--- config.mk ---
export PLATFORM = sky130hd
export DESIGN_NAME = idxwin_decoder
export DESIGN_NICKNAME = d
export VERILOG_FILES = /design/src/rtl/idxwin_pkg.sv /design/src/rtl/idxwin_index_reg.sv /design/src/rtl/idxwin_fifo.sv /design/src/rtl/idxwin_chan_stub.sv /design/src/rtl/idxwin_bank_stub.sv /design/src/rtl/idxwin_decoder.sv
export SDC_FILE = /design/constraint.sdc
export NUM_CORES = 1
export LEC_CHECK = 0
export ABC_CLOCK_PERIOD_IN_PS = 5200
export BUFFER_PORTS_ARGS = -buffer_cell sky130_fd_sc_hd__buf_2
export CAP_MARGIN = 20
export CORE_ASPECT_RATIO = 0.75
export CORE_MARGIN = 2
export CORE_UTILIZATION = 41
export CTS_CLUSTER_DIAMETER = 60
export DETAILED_ROUTE_END_ITERATION = 10
export PLACE_DENSITY = 0.67
export SLEW_MARGIN = 20
export SYNTH_ARGS = -nofsm -noshare
export SYNTH_HDL_FRONTEND = slang
export SYNTH_SLANG_ARGS = --single-unit
--- constraint.sdc ---
create_clock -name clk -period 5.2 [get_ports clk]
set_input_delay 0.26 -clock clk [delete_from_list [all_inputs] [get_ports clk]]
set_output_delay 0.26 -clock clk [all_outputs]
set_load 0.01 [all_outputs]
--- src/rtl/idxwin_pkg.sv ---
package idxwin_pkg;
  localparam int unsigned IDX_W   = 8;
  localparam int unsigned N_TGT   = 5;
  localparam int unsigned REGION_AW = 5;
  localparam int unsigned OFF_W   = 4;

  typedef enum logic [2:0] {
    TGT_CH1   = 3'd0,
    TGT_CH2   = 3'd1,
    TGT_LFIFO = 3'd2,
    TGT_BLO   = 3'd3,
    TGT_BHI   = 3'd4,
    TGT_NONE  = 3'd7
  } tgt_e;

  function automatic tgt_e decode_index(input logic [IDX_W-1:0] v);
    case (v)
      8'h00:   return TGT_CH1;
      8'h01:   return TGT_CH2;
      8'h02:   return TGT_LFIFO;
      8'h04:   return TGT_BLO;
      8'h06:   return TGT_BHI;
      default: return TGT_NONE;
    endcase
  endfunction
endpackage

--- src/rtl/idxwin_index_reg.sv ---
module idxwin_index_reg #(
  parameter int unsigned W = 8
) (
  input  logic         clk,
  input  logic         rst_n,
  input  logic         wr_en,
  input  logic [W-1:0] wdata,
  output logic [W-1:0] idx_q
);
  logic [W-1:0] idx_d;

  always_comb begin
    idx_d = idx_q;
    if (wr_en) idx_d = wdata;
  end

  always_ff @(posedge clk or negedge rst_n) begin
    if (!rst_n) idx_q <= '0;
    else        idx_q <= idx_d;
  end
endmodule

--- src/rtl/idxwin_fifo.sv ---
module idxwin_fifo #(
  parameter int unsigned W     = 8,
  parameter int unsigned DEPTH = 8
) (
  input  logic         clk,
  input  logic         rst_n,
  input  logic         push,
  input  logic         pop,
  input  logic [W-1:0] din,
  output logic [W-1:0] dout,
  output logic         empty,
  output logic         full
);
  localparam int unsigned AW = (DEPTH > 1) ? $clog2(DEPTH) : 1;
  localparam int unsigned CW = AW + 1;

  logic [W-1:0]  mem [DEPTH];
  logic [AW-1:0] wp_q, wp_d, rp_q, rp_d;
  logic [CW-1:0] cnt_q, cnt_d;
  logic          do_push, do_pop;

  assign empty   = (cnt_q == '0);
  assign full    = (cnt_q == CW'(DEPTH));
  assign do_push = push && !full;
  assign do_pop  = pop && !empty;
  assign dout    = empty ? '0 : mem[rp_q];

  function automatic logic [AW-1:0] bump(input logic [AW-1:0] p);
    return (p == AW'(DEPTH-1)) ? '0 : p + AW'(1);
  endfunction

  always_comb begin
    wp_d  = wp_q;
    rp_d  = rp_q;
    cnt_d = cnt_q;
    if (do_push) wp_d = bump(wp_q);
    if (do_pop)  rp_d = bump(rp_q);
    case ({do_push, do_pop})
      2'b10:   cnt_d = cnt_q + CW'(1);
      2'b01:   cnt_d = cnt_q - CW'(1);
      default: cnt_d = cnt_q;
    endcase
  end

  always_ff @(posedge clk or negedge rst_n) begin
    if (!rst_n) begin
      wp_q  <= '0;
      rp_q  <= '0;
      cnt_q <= '0;
    end else begin
      wp_q  <= wp_d;
      rp_q  <= rp_d;
      cnt_q <= cnt_d;
    end
  end

  always_ff @(posedge clk) begin
    if (do_push) mem[wp_q] <= din;
  end
endmodule

--- src/rtl/idxwin_chan_stub.sv ---
module idxwin_chan_stub #(
  parameter int unsigned DW    = 32,
  parameter int unsigned DEPTH = 4
) (
  input  logic          clk,
  input  logic          rst_n,
  input  logic          stb,
  input  logic          wr,
  input  logic [3:0]    off,
  input  logic [DW-1:0] wdata,
  output logic [DW-1:0] rdata
);
  localparam logic [3:0] OFF_DATA = 4'h0;
  localparam logic [3:0] OFF_CTRL = 4'h4;

  logic [DW-1:0] ctrl_q, ctrl_d;
  logic [DW-1:0] q_dout;
  logic          q_empty, q_full;
  logic          q_push, q_pop;

  assign q_push = stb && wr  && (off == OFF_DATA);
  assign q_pop  = stb && !wr && (off == OFF_DATA);

  idxwin_fifo #(.W(DW), .DEPTH(DEPTH)) u_q (
    .clk(clk), .rst_n(rst_n), .push(q_push), .pop(q_pop),
    .din(wdata), .dout(q_dout), .empty(q_empty), .full(q_full)
  );

  always_comb begin
    ctrl_d = ctrl_q;
    if (stb && wr && (off == OFF_CTRL)) ctrl_d = wdata;
  end

  always_ff @(posedge clk or negedge rst_n) begin
    if (!rst_n) ctrl_q <= '0;
    else        ctrl_q <= ctrl_d;
  end

  always_comb begin
    case (off)
      OFF_DATA: rdata = q_dout;
      OFF_CTRL: rdata = ctrl_q;
      default:  rdata = '0;
    endcase
  end
endmodule

--- src/rtl/idxwin_bank_stub.sv ---
module idxwin_bank_stub #(
  parameter int unsigned N_REG = 16,
  parameter int unsigned RW    = 8
) (
  input  logic          clk,
  input  logic          rst_n,
  input  logic          stb,
  input  logic          wr,
  input  logic [3:0]    off,
  input  logic [RW-1:0] wdata,
  output logic [RW-1:0] rdata
);
  logic [RW-1:0] regs_q [N_REG];
  logic [RW-1:0] regs_d [N_REG];

  always_comb begin
    for (int i = 0; i < N_REG; i++) begin
      regs_d[i] = regs_q[i];
      if (stb && wr && (off == 4'(i))) regs_d[i] = wdata;
    end
  end

  always_ff @(posedge clk or negedge rst_n) begin
    if (!rst_n) begin
      for (int i = 0; i < N_REG; i++) regs_q[i] <= '0;
    end else begin
      for (int i = 0; i < N_REG; i++) regs_q[i] <= regs_d[i];
    end
  end

  assign rdata = regs_q[off];
endmodule

--- src/rtl/idxwin_decoder.sv ---
module idxwin_decoder
  import idxwin_pkg::*;
#(
  parameter int unsigned CH_DEPTH = 4,
  parameter int unsigned LF_DEPTH = 8
) (
  input  logic        clk,
  input  logic        rst_n,
  input  logic        host_en,
  input  logic        host_wr,
  input  logic [4:0]  host_addr,
  input  logic [31:0] host_wdata,
  output logic [31:0] host_rdata,
  output logic [4:0]  tgt_stb,
  output logic [3:0]  tgt_off
);
  localparam logic [REGION_AW-1:0] IDX_ADDR = 5'h04;
  localparam int unsigned N_CH   = 2;
  localparam int unsigned N_BANK = 2;

  logic [IDX_W-1:0] idx_q;
  logic             idx_hit, win_hit;
  tgt_e             tgt;
  logic [31:0]      ch_rdata [N_CH];
  logic [7:0]       bank_rdata [N_BANK];
  logic [7:0]       lf_rdata;
  logic             lf_empty, lf_full;

  assign idx_hit = (host_addr == IDX_ADDR);
  assign win_hit = host_addr[REGION_AW-1];
  assign tgt_off = host_addr[OFF_W-1:0];
  assign tgt     = decode_index(idx_q);

  idxwin_index_reg #(.W(IDX_W)) u_idx (
    .clk(clk), .rst_n(rst_n),
    .wr_en(host_en && host_wr && idx_hit),
    .wdata(host_wdata[IDX_W-1:0]),
    .idx_q(idx_q)
  );

  always_comb begin
    tgt_stb = '0;
    if (host_en && win_hit && (tgt != TGT_NONE)) tgt_stb[tgt] = 1'b1;
  end

  for (genvar c = 0; c < N_CH; c++) begin : g_ch
    idxwin_chan_stub #(.DW(32), .DEPTH(CH_DEPTH)) u_ch (
      .clk(clk), .rst_n(rst_n), .stb(tgt_stb[c]), .wr(host_wr),
      .off(tgt_off), .wdata(host_wdata), .rdata(ch_rdata[c])
    );
  end

  for (genvar b = 0; b < N_BANK; b++) begin : g_bank
    idxwin_bank_stub #(.N_REG(16), .RW(8)) u_bank (
      .clk(clk), .rst_n(rst_n), .stb(tgt_stb[int'(TGT_BLO) + b]), .wr(host_wr),
      .off(tgt_off), .wdata(host_wdata[7:0]), .rdata(bank_rdata[b])
    );
  end

  idxwin_fifo #(.W(8), .DEPTH(LF_DEPTH)) u_lfifo (
    .clk(clk), .rst_n(rst_n),
    .push(tgt_stb[TGT_LFIFO] && host_wr && (tgt_off == '0)),
    .pop(tgt_stb[TGT_LFIFO] && !host_wr && (tgt_off == '0)),
    .din(host_wdata[7:0]), .dout(lf_rdata), .empty(lf_empty), .full(lf_full)
  );

  always_comb begin
    host_rdata = '0;
    if (idx_hit) begin
      host_rdata = {24'h0, idx_q};
    end else if (win_hit) begin
      case (tgt)
        TGT_CH1:   host_rdata = ch_rdata[0];
        TGT_CH2:   host_rdata = ch_rdata[1];
        TGT_LFIFO: host_rdata = (tgt_off == '0) ? {24'h0, lf_rdata} : '0;
        TGT_BLO:   host_rdata = {24'h0, bank_rdata[0]};
        TGT_BHI:   host_rdata = {24'h0, bank_rdata[1]};
        default:   host_rdata = '1;
      endcase
    end
  end
endmodule

=== After elaboration in Yosys (flattened, before gate mapping) ===
Memories as Yosys holds them, arrays and structs flattened.
Index checks and enable logic that the tools add are counted.

* Magnitude comparators: 3
* Multiplexer cells: 34
* Bitwise operators: 1
* Add/sub/neg operators: 12
* Reduce and logical (&&, ||, !) cells: 75
* Eq/ne operators: 40

{| class="wikitable"
|+ Operators by type and width
! kind !! count
|-
| case mux 32 bit (5 select lines) || 1
|-
| 2-to-1 mux 32 bit || 4
|-
| case mux 32 bit (2 select lines) || 2
|-
| binary-select mux 8 bit (select 4 bit) || 2
|-
| logical AND 1 bit || 59
|-
| 2-to-1 mux 8 bit || 6
|-
| == test 4 bit (second input constant) || 9
|-
| == test 4 x 3 -> 1 bit (second input constant) || 4
|-
| == test 8 x 3 -> 1 bit (second input constant) || 2
|-
| == test 3 bit (second input constant) || 5
|-
| case mux 3 bit (5 select lines) || 1
|-
| == test 2 bit (second input constant) || 7
|-
| adder 3 x 1 -> 3 bit (second input constant) || 4
|-
| case mux 3 bit (2 select lines) || 2
|-
| zero test 3 bit || 3
|-
| adder 2 x 1 -> 2 bit (second input constant) || 4
|-
| == test 4 x 2 -> 1 bit (second input constant) || 2
|-
| == test 8 x 1 -> 1 bit (second input constant) || 1
|-
| == test 8 x 2 -> 1 bit (second input constant) || 1
|-
| zero test 4 bit || 2
|-
| zero test 8 bit || 1
|-
| 2-to-1 mux 2 bit || 4
|-
| case mux 4 bit (2 select lines) || 1
|-
| zero test 1 bit || 7
|-
| other kinds (18) || 31
|}

* Flip-flop bits (word level): 352
* Memories kept: 3
* Bits in writable memories: 320
* Output and inout port bits: 41

{| class="wikitable"
|+ Memory list
! name !! words !! width !! rd ports !! clocked after Yosys merged registers in !! wr ports !! RTL line !! source
|-
| g_ch[0].u_ch.u_q.mem || 4 || 32 || 1 || 0 || 1 || idxwin_fifo.sv:17 || <nowiki>logic [W-1:0] mem [DEPTH];</nowiki>
|-
| g_ch[1].u_ch.u_q.mem || 4 || 32 || 1 || 0 || 1 || idxwin_fifo.sv:17 ||
|-
| u_lfifo.mem || 8 || 8 || 1 || 0 || 1 || idxwin_fifo.sv:17 ||
|}

=== Depth between registers and ports, before layout ===
* Word-level depth: 12
* Depth in mapped cells: 12
* Gate-level depth less buffers: 12

=== By module ===
A second synthesis with hierarchy kept.

* Cell total of the unflattened synthesis: 1750
* Area total of the unflattened synthesis: 29812.3 µm²

{| class="wikitable"
|+ By module, submodules not included
! module !! area an instance (µm²) !! times used !! cells an instance
|-
| idxwin_bank_stub || 5850.6 || 2 || 364
|-
| idxwin_fifo at g_ch[0].u_ch.u_q ... || 5291.3 || 2 || 242
|-
| idxwin_chan_stub || 1561.5 || 2 || 112
|-
| idxwin_fifo at u_lfifo || 3090.5 || 1 || 165
|-
| idxwin_decoder || 983.4 || 1 || 132
|-
| idxwin_index_reg || 331.6 || 1 || 17
|}

=== Least setup slack after synthesis ===
Ideal clock, no wire load.

* Path kind: reg2reg
* Start point: register u_idx.idx_q[3]
* End point: memory g_ch[1].u_ch.u_q.mem[3][0] (netlist name), enable pin
* Arrival time: 2.498 ns
* Cell stages (with the launch flop): 5
* Setup slack: 2.310 ns
* Path buffers: 0
* Cells stage by stage: dfrtp_1 > nor4b_1 > nand2_1 > a2111oi_2 > and2_1

* Cells in the longest elaborated chain, start to end: 12

{| class="wikitable"
|+ Ends and longest elaborated chain
! element !! RTL line !! source
|-
| start, declared || idxwin_index_reg.sv:8 || <nowiki>output logic [W-1:0] idx_q</nowiki>
|-
| start signal, assigned || idxwin_index_reg.sv:19 || <nowiki>else idx_q <= idx_d;</nowiki>
|-
| == test 8 x 3 -> 1 bit, or another cell as far along || idxwin_pkg.sv:17 || <nowiki>case (v)</nowiki>
|-
| case mux 3 bit (5 select lines) * || idxwin_pkg.sv:17 ||
|-
| less-than comparator 3 x 4 -> 1 bit (implied by the code) / >= comparator 3 x 1 -> 1 bit (equally long branches) || idxwin_decoder.sv:43 || <nowiki>if (host_en && win_hit && (tgt != TGT_NONE)) tgt_stb[tgt] = 1'b1;</nowiki>
|-
| logical AND 1 bit (implied by the code) || idxwin_decoder.sv:43 ||
|-
| 2-to-1 mux 1 bit (implied by the code) || idxwin_decoder.sv:43 ||
|-
| demux 1 bit (select 3 bit) || idxwin_decoder.sv:43 ||
|-
| 2-to-1 mux 5 bit * || idxwin_decoder.sv:43 ||
|-
| logical AND 1 bit * (2 in a row) || idxwin_chan_stub.sv:21 || <nowiki>assign q_push = stb && wr && (off == OFF_DATA);</nowiki>
|-
| logical AND 1 bit * || idxwin_fifo.sv:24 || <nowiki>assign do_push = push && !full;</nowiki>
|-
| 2-to-1 mux 1 bit * || idxwin_fifo.sv:58 || <nowiki>if (do_push) mem[wp_q] <= din;</nowiki>
|-
| 2-to-1 mux 1 bit (implied by the code) * || idxwin_fifo.sv:58 ||
|-
| end, declared || idxwin_fifo.sv:17 ||
|}

Mark *: on every way between the ends. The rest lies on a longest branch, timed or not.

=== Final worst setup path ===
* Start point: register g_ch[1].u_ch.u_q.rp_q[0]
* End point: output host_rdata[1]

* Cells in the longest elaborated chain, start to end: 6

{| class="wikitable"
|+ Ends and longest elaborated chain
! element !! RTL line !! source
|-
| start, declared || idxwin_fifo.sv:18 || <nowiki>logic [AW-1:0] wp_q, wp_d, rp_q, rp_d;</nowiki>
|-
| start signal, assigned || idxwin_fifo.sv:52 || <nowiki>rp_q <= rp_d;</nowiki>
|-
| memory read (4 x 32 bit) || -- ||
|-
| 2-to-1 mux 32 bit || idxwin_fifo.sv:26 || <nowiki>assign dout = empty ? '0 : mem[rp_q];</nowiki>
|-
| case mux 32 bit (2 select lines) || idxwin_chan_stub.sv:40 || <nowiki>case (off)</nowiki>
|-
| case mux 32 bit (5 select lines) || idxwin_decoder.sv:72 || <nowiki>case (tgt)</nowiki>
|-
| 2-to-1 mux 32 bit || idxwin_decoder.sv:71 || <nowiki>end else if (win_hit) begin</nowiki>
|-
| 2-to-1 mux 32 bit || idxwin_decoder.sv:69 || <nowiki>if (idx_hit) begin</nowiki>
|-
| end, declared || idxwin_decoder.sv:13 || <nowiki>output logic [31:0] host_rdata,</nowiki>
|}

Every way passes these cells.

==> flow_summary.yaml <==
run_status:
  status: "finished clean"
cells_and_area:
  area_growth_pct: 13.42
  instances_no_fill: 2787
  layout-drive-gt1-share: 0.3962
  nets: 1846
  seq_area_um2: 18420
  nFillCells: 5918
  multi_input_area_um2: 9970
floorplanning:
  fp.dieArea_um2: 72740
  die_x_um: 310.8
  pin_count: 82
  initial_core_util: 0.4134
  rows: 84
  dieHeight_um: 234.1
  core_area_um2: 70000
critical_path:
  critPathArrivalTime_ps: 3530
  crit_chain: "buf_4 -> mux4_2 -> a221oi_1 -> o221a_2 -> o22ai_1 -> buf_2"
  worst-setup-path-type: "reg -> out"
  cp_slowest_cell: "dfrtp_2"
  required_ps: 4940
  crit_path_end_kind: "output port"
  cpPeakStageDelay_ps: 780
  path_max_fanout: 19
  start_kind: "register"
  crit_family: "compound AO/OA/AOI/OAI gates"
  path_buf_inv: 2
synth:
  synth_area_per_cell_um2: 17.09
  synth_nets: 1756
  yosys_warnings: 0
  ys_types: 60
  seq_area_frac_synth: 0.6365
  ys_seq_elements: 672
  synth_area_um2: 28940
  ys_async_sr_fraction: 0.5238
  synthFlopType: "dfrtp_1"
  netlist_instances: 1693
  synth_edf_count: 320
clock_tree:
  h-tree-depth: 3
  clock_latency_ps: 610
  cts.sinks: 672
  post_cts_buffers: 0
  cts_root_buf: "clkbuf_16"
  cts_tree: "built"
  clk_path_buf_depth: 3
  path_clk_slew_ps: 60
  cts_made_buffers: 69
drt:
  num_vias: 15934
  post_drt_wl_per_cell_um: 24.49
  drt-initial-drc-count: 1398
  drtPass1Iterations: 5
  drc_errors: 0
  wl_um: 68260
  antenna_left: 0
  viasPerCell: 5.717
timing:
  drv_slew: 0
  slew_headroom: 0.2677
  period_needed_ps: 3790
  worst_slew_pin_slew_ps: 1098
  fmax_mhz: 263.8
  rsz0062_at_grt: "false"
  min_period_over_period: 0.7289
  finClkSkew_ps: 25.33
  setup_viol: 0
  hold_viol_final: 0
  tns_ps: 0
power:
  leakagePower_nw: 13.17
  power_mw: 11.56
  power-per-cell-area_nw_per_um2: 352.4
  peakVddDrop_mv: 0.2294
min_path:
  min_path_type: "in -> reg"
placed_design:
  portBuffers: 81
  hpwl_um: 41930
  gp_congestion: 0.8524
  dp_cells: 2634
grt:
  grt_pass1_vias: 16514
  top_usage_layer: "met2"
  antenna_found_initial: 4
  grtUsageMet3: 0.04139
  grt_max_degree: 135
  grt_usage: 0.1887
  met2_usage: 0.2849
  grt_pass1_wl_um: 103700
  grtUsageMet1: 0.2741
  overflow: 0
flow_run:
  drv_cap: 0
per-stage QoR:
stage / instance area (µm²) / setup slack, ps / hold slack [ps] / utilization
after global routing: 32820 / 1227 / 25.80 / 0.4689
after detailed placement: 30310 / 1532 / 375.8 / 0.4330
after floorplan: 28940 / 2310 / -35.59 / -
after global placement: 30310 / 1673 / 367.8 / 0.4330
after CTS: 32820 / 1300 / 17.03 / 0.4688
final: 32820 / 1410 / 33.20 / 0.4689
final timing paths:
kind,cells after the start,from,to,slack (ps)
max,6,g_ch[1].u_ch.u_q.rp_q[0],host_rdata[1],1410
min,1,host_wdata[13],g_ch[1].u_ch.u_q.mem[1][13],30
max reg2reg,5,u_idx.idx_q[1],g_ch[1].u_ch.u_q.mem[2][13],1710
min reg2reg,1,g_bank[1].u_bank.regs_q[60],g_bank[1].u_bank.regs_q[60],490
max in group asynchronous,3,rst_n,g_ch[0].u_ch.ctrl_q[19],3550
min in group asynchronous,2,rst_n,g_bank[1].u_bank.regs_q[59],330
area by class of cell:
| class | instances | area share |
|---|---|---|
| flip-flops and latches | 672 | 0.5613 |
| inverters | 24 | 0.002745 |
| clock buffers | 107 | 0.06069 |
| well taps | 946 | 0.03606 |
| repair buffers | 134 | 0.02707 |
| multi-input cells | 882 | 0.3038 |
| clock inverters | 21 | 0.008311 |
| diodes | 1 | 0.00007625 |
metal layers:
layer | vias to the layer above | wire, µm
met5 | - | 25
met4 | 4 | 1563
met3 | 111 | 4427
met2 | 506 | 31010
met1 | 8490 | 31230
li1 | 6823 | -
Yosys cell counts, drive strengths merged, types with 4 or more instances:
library cell,n,area [µm²]
a211oi,4,30.03
mux2,344,3874
mux2i,27,270.3
inv,24,90.09
dfrtp,352,8808
nor2,35,151.4
o221ai,5,43.79
nand3,13,65.06
nand2,40,152.6
o21ai,9,45.04
nand2b,5,31.28
and2,13,81.33
a21oi,9,45.04
nand3b,5,37.54
nor2b,8,50.05
a22oi,56,420.4
mux4,138,3108
a221oi,8,70.07
nor3,16,140.1
clkbuf,68,255.2
xnor2,4,35.03
buf,47,241.5
o22ai,39,244.0
o21a,24,180.2
o221a,5,56.30
ha,19,237.7
nand4,4,25.02
a211o,6,52.55
xor2,6,52.55
edfxtp,320,9609
worst reg2reg max path, cell delays in order, from the launching register on:
cell and delay, ps:
dfrtp_1 600, nor4b_1 530, nand2_1 90, buf_4 300, a2111oi_2 610, and2_2 950
kinds of logic (layout without fill, tap and decap cells):
kind of cell               Yosys count  in the layout  share of synthesized area
DFF                                672            672                     0.6365
muxes                              509            509                     0.2506
AOI/OAI and AO/OA                  183            183                    0.04765
and+or+nand+nor                    158            158                    0.03165
buffers and inverters              139            286                    0.02028
adders and majority gates           22             22                    0.01029
xor gates and xnor gates            10             10                   0.003027
other                                0              1                          0
cell usage in the layout, fill, tap and decap left out, drive strengths merged, types with 6 or more instances in the layout:
master	Yosys	final
inv	24	31
buf	47	110
a21oi	9	9
o22ai	39	39
mux2	344	344
mux4	138	138
a211o	6	6
clkbuf	68	107
nor3	16	16
edfxtp	320	320
o21a	24	24
a22oi	56	56
nor2	35	35
nand2	40	40
nor2b	8	8
o21ai	9	9
and2	13	13
mux2i	27	27
clkinv	0	8
nand3	13	13
ha	19	19
dfrtp	352	352
xor2	6	6
a221oi	8	8
dlygate4sd3	0	24
sequential cells by signal, indices dropped and copies added (netlist names):
signal and count:
g_bank.u_bank.regs_q 256, g_ch.u_ch.ctrl_q 64, g_ch.u_ch.u_q.cnt_q 6, g_ch.u_ch.u_q.mem 256, g_ch.u_ch.u_q.rp_q 4, g_ch.u_ch.u_q.wp_q 4, u_idx.idx_q 8, u_lfifo.cnt_q 4
u_lfifo.mem 64, u_lfifo.rp_q 3, u_lfifo.wp_q 3
power by group:
part	internal, mW	switching [mW]
sequential	5.65	0.0940
clock	2.91	2.06
combinational	0.325	0.517
what timing repair did:
item	4_1_cts	5_1_grt
resized for setup	0	0
hold buffers	24	0
hold endpoints to repair	276	0
(Power assumes the default switching activity.)
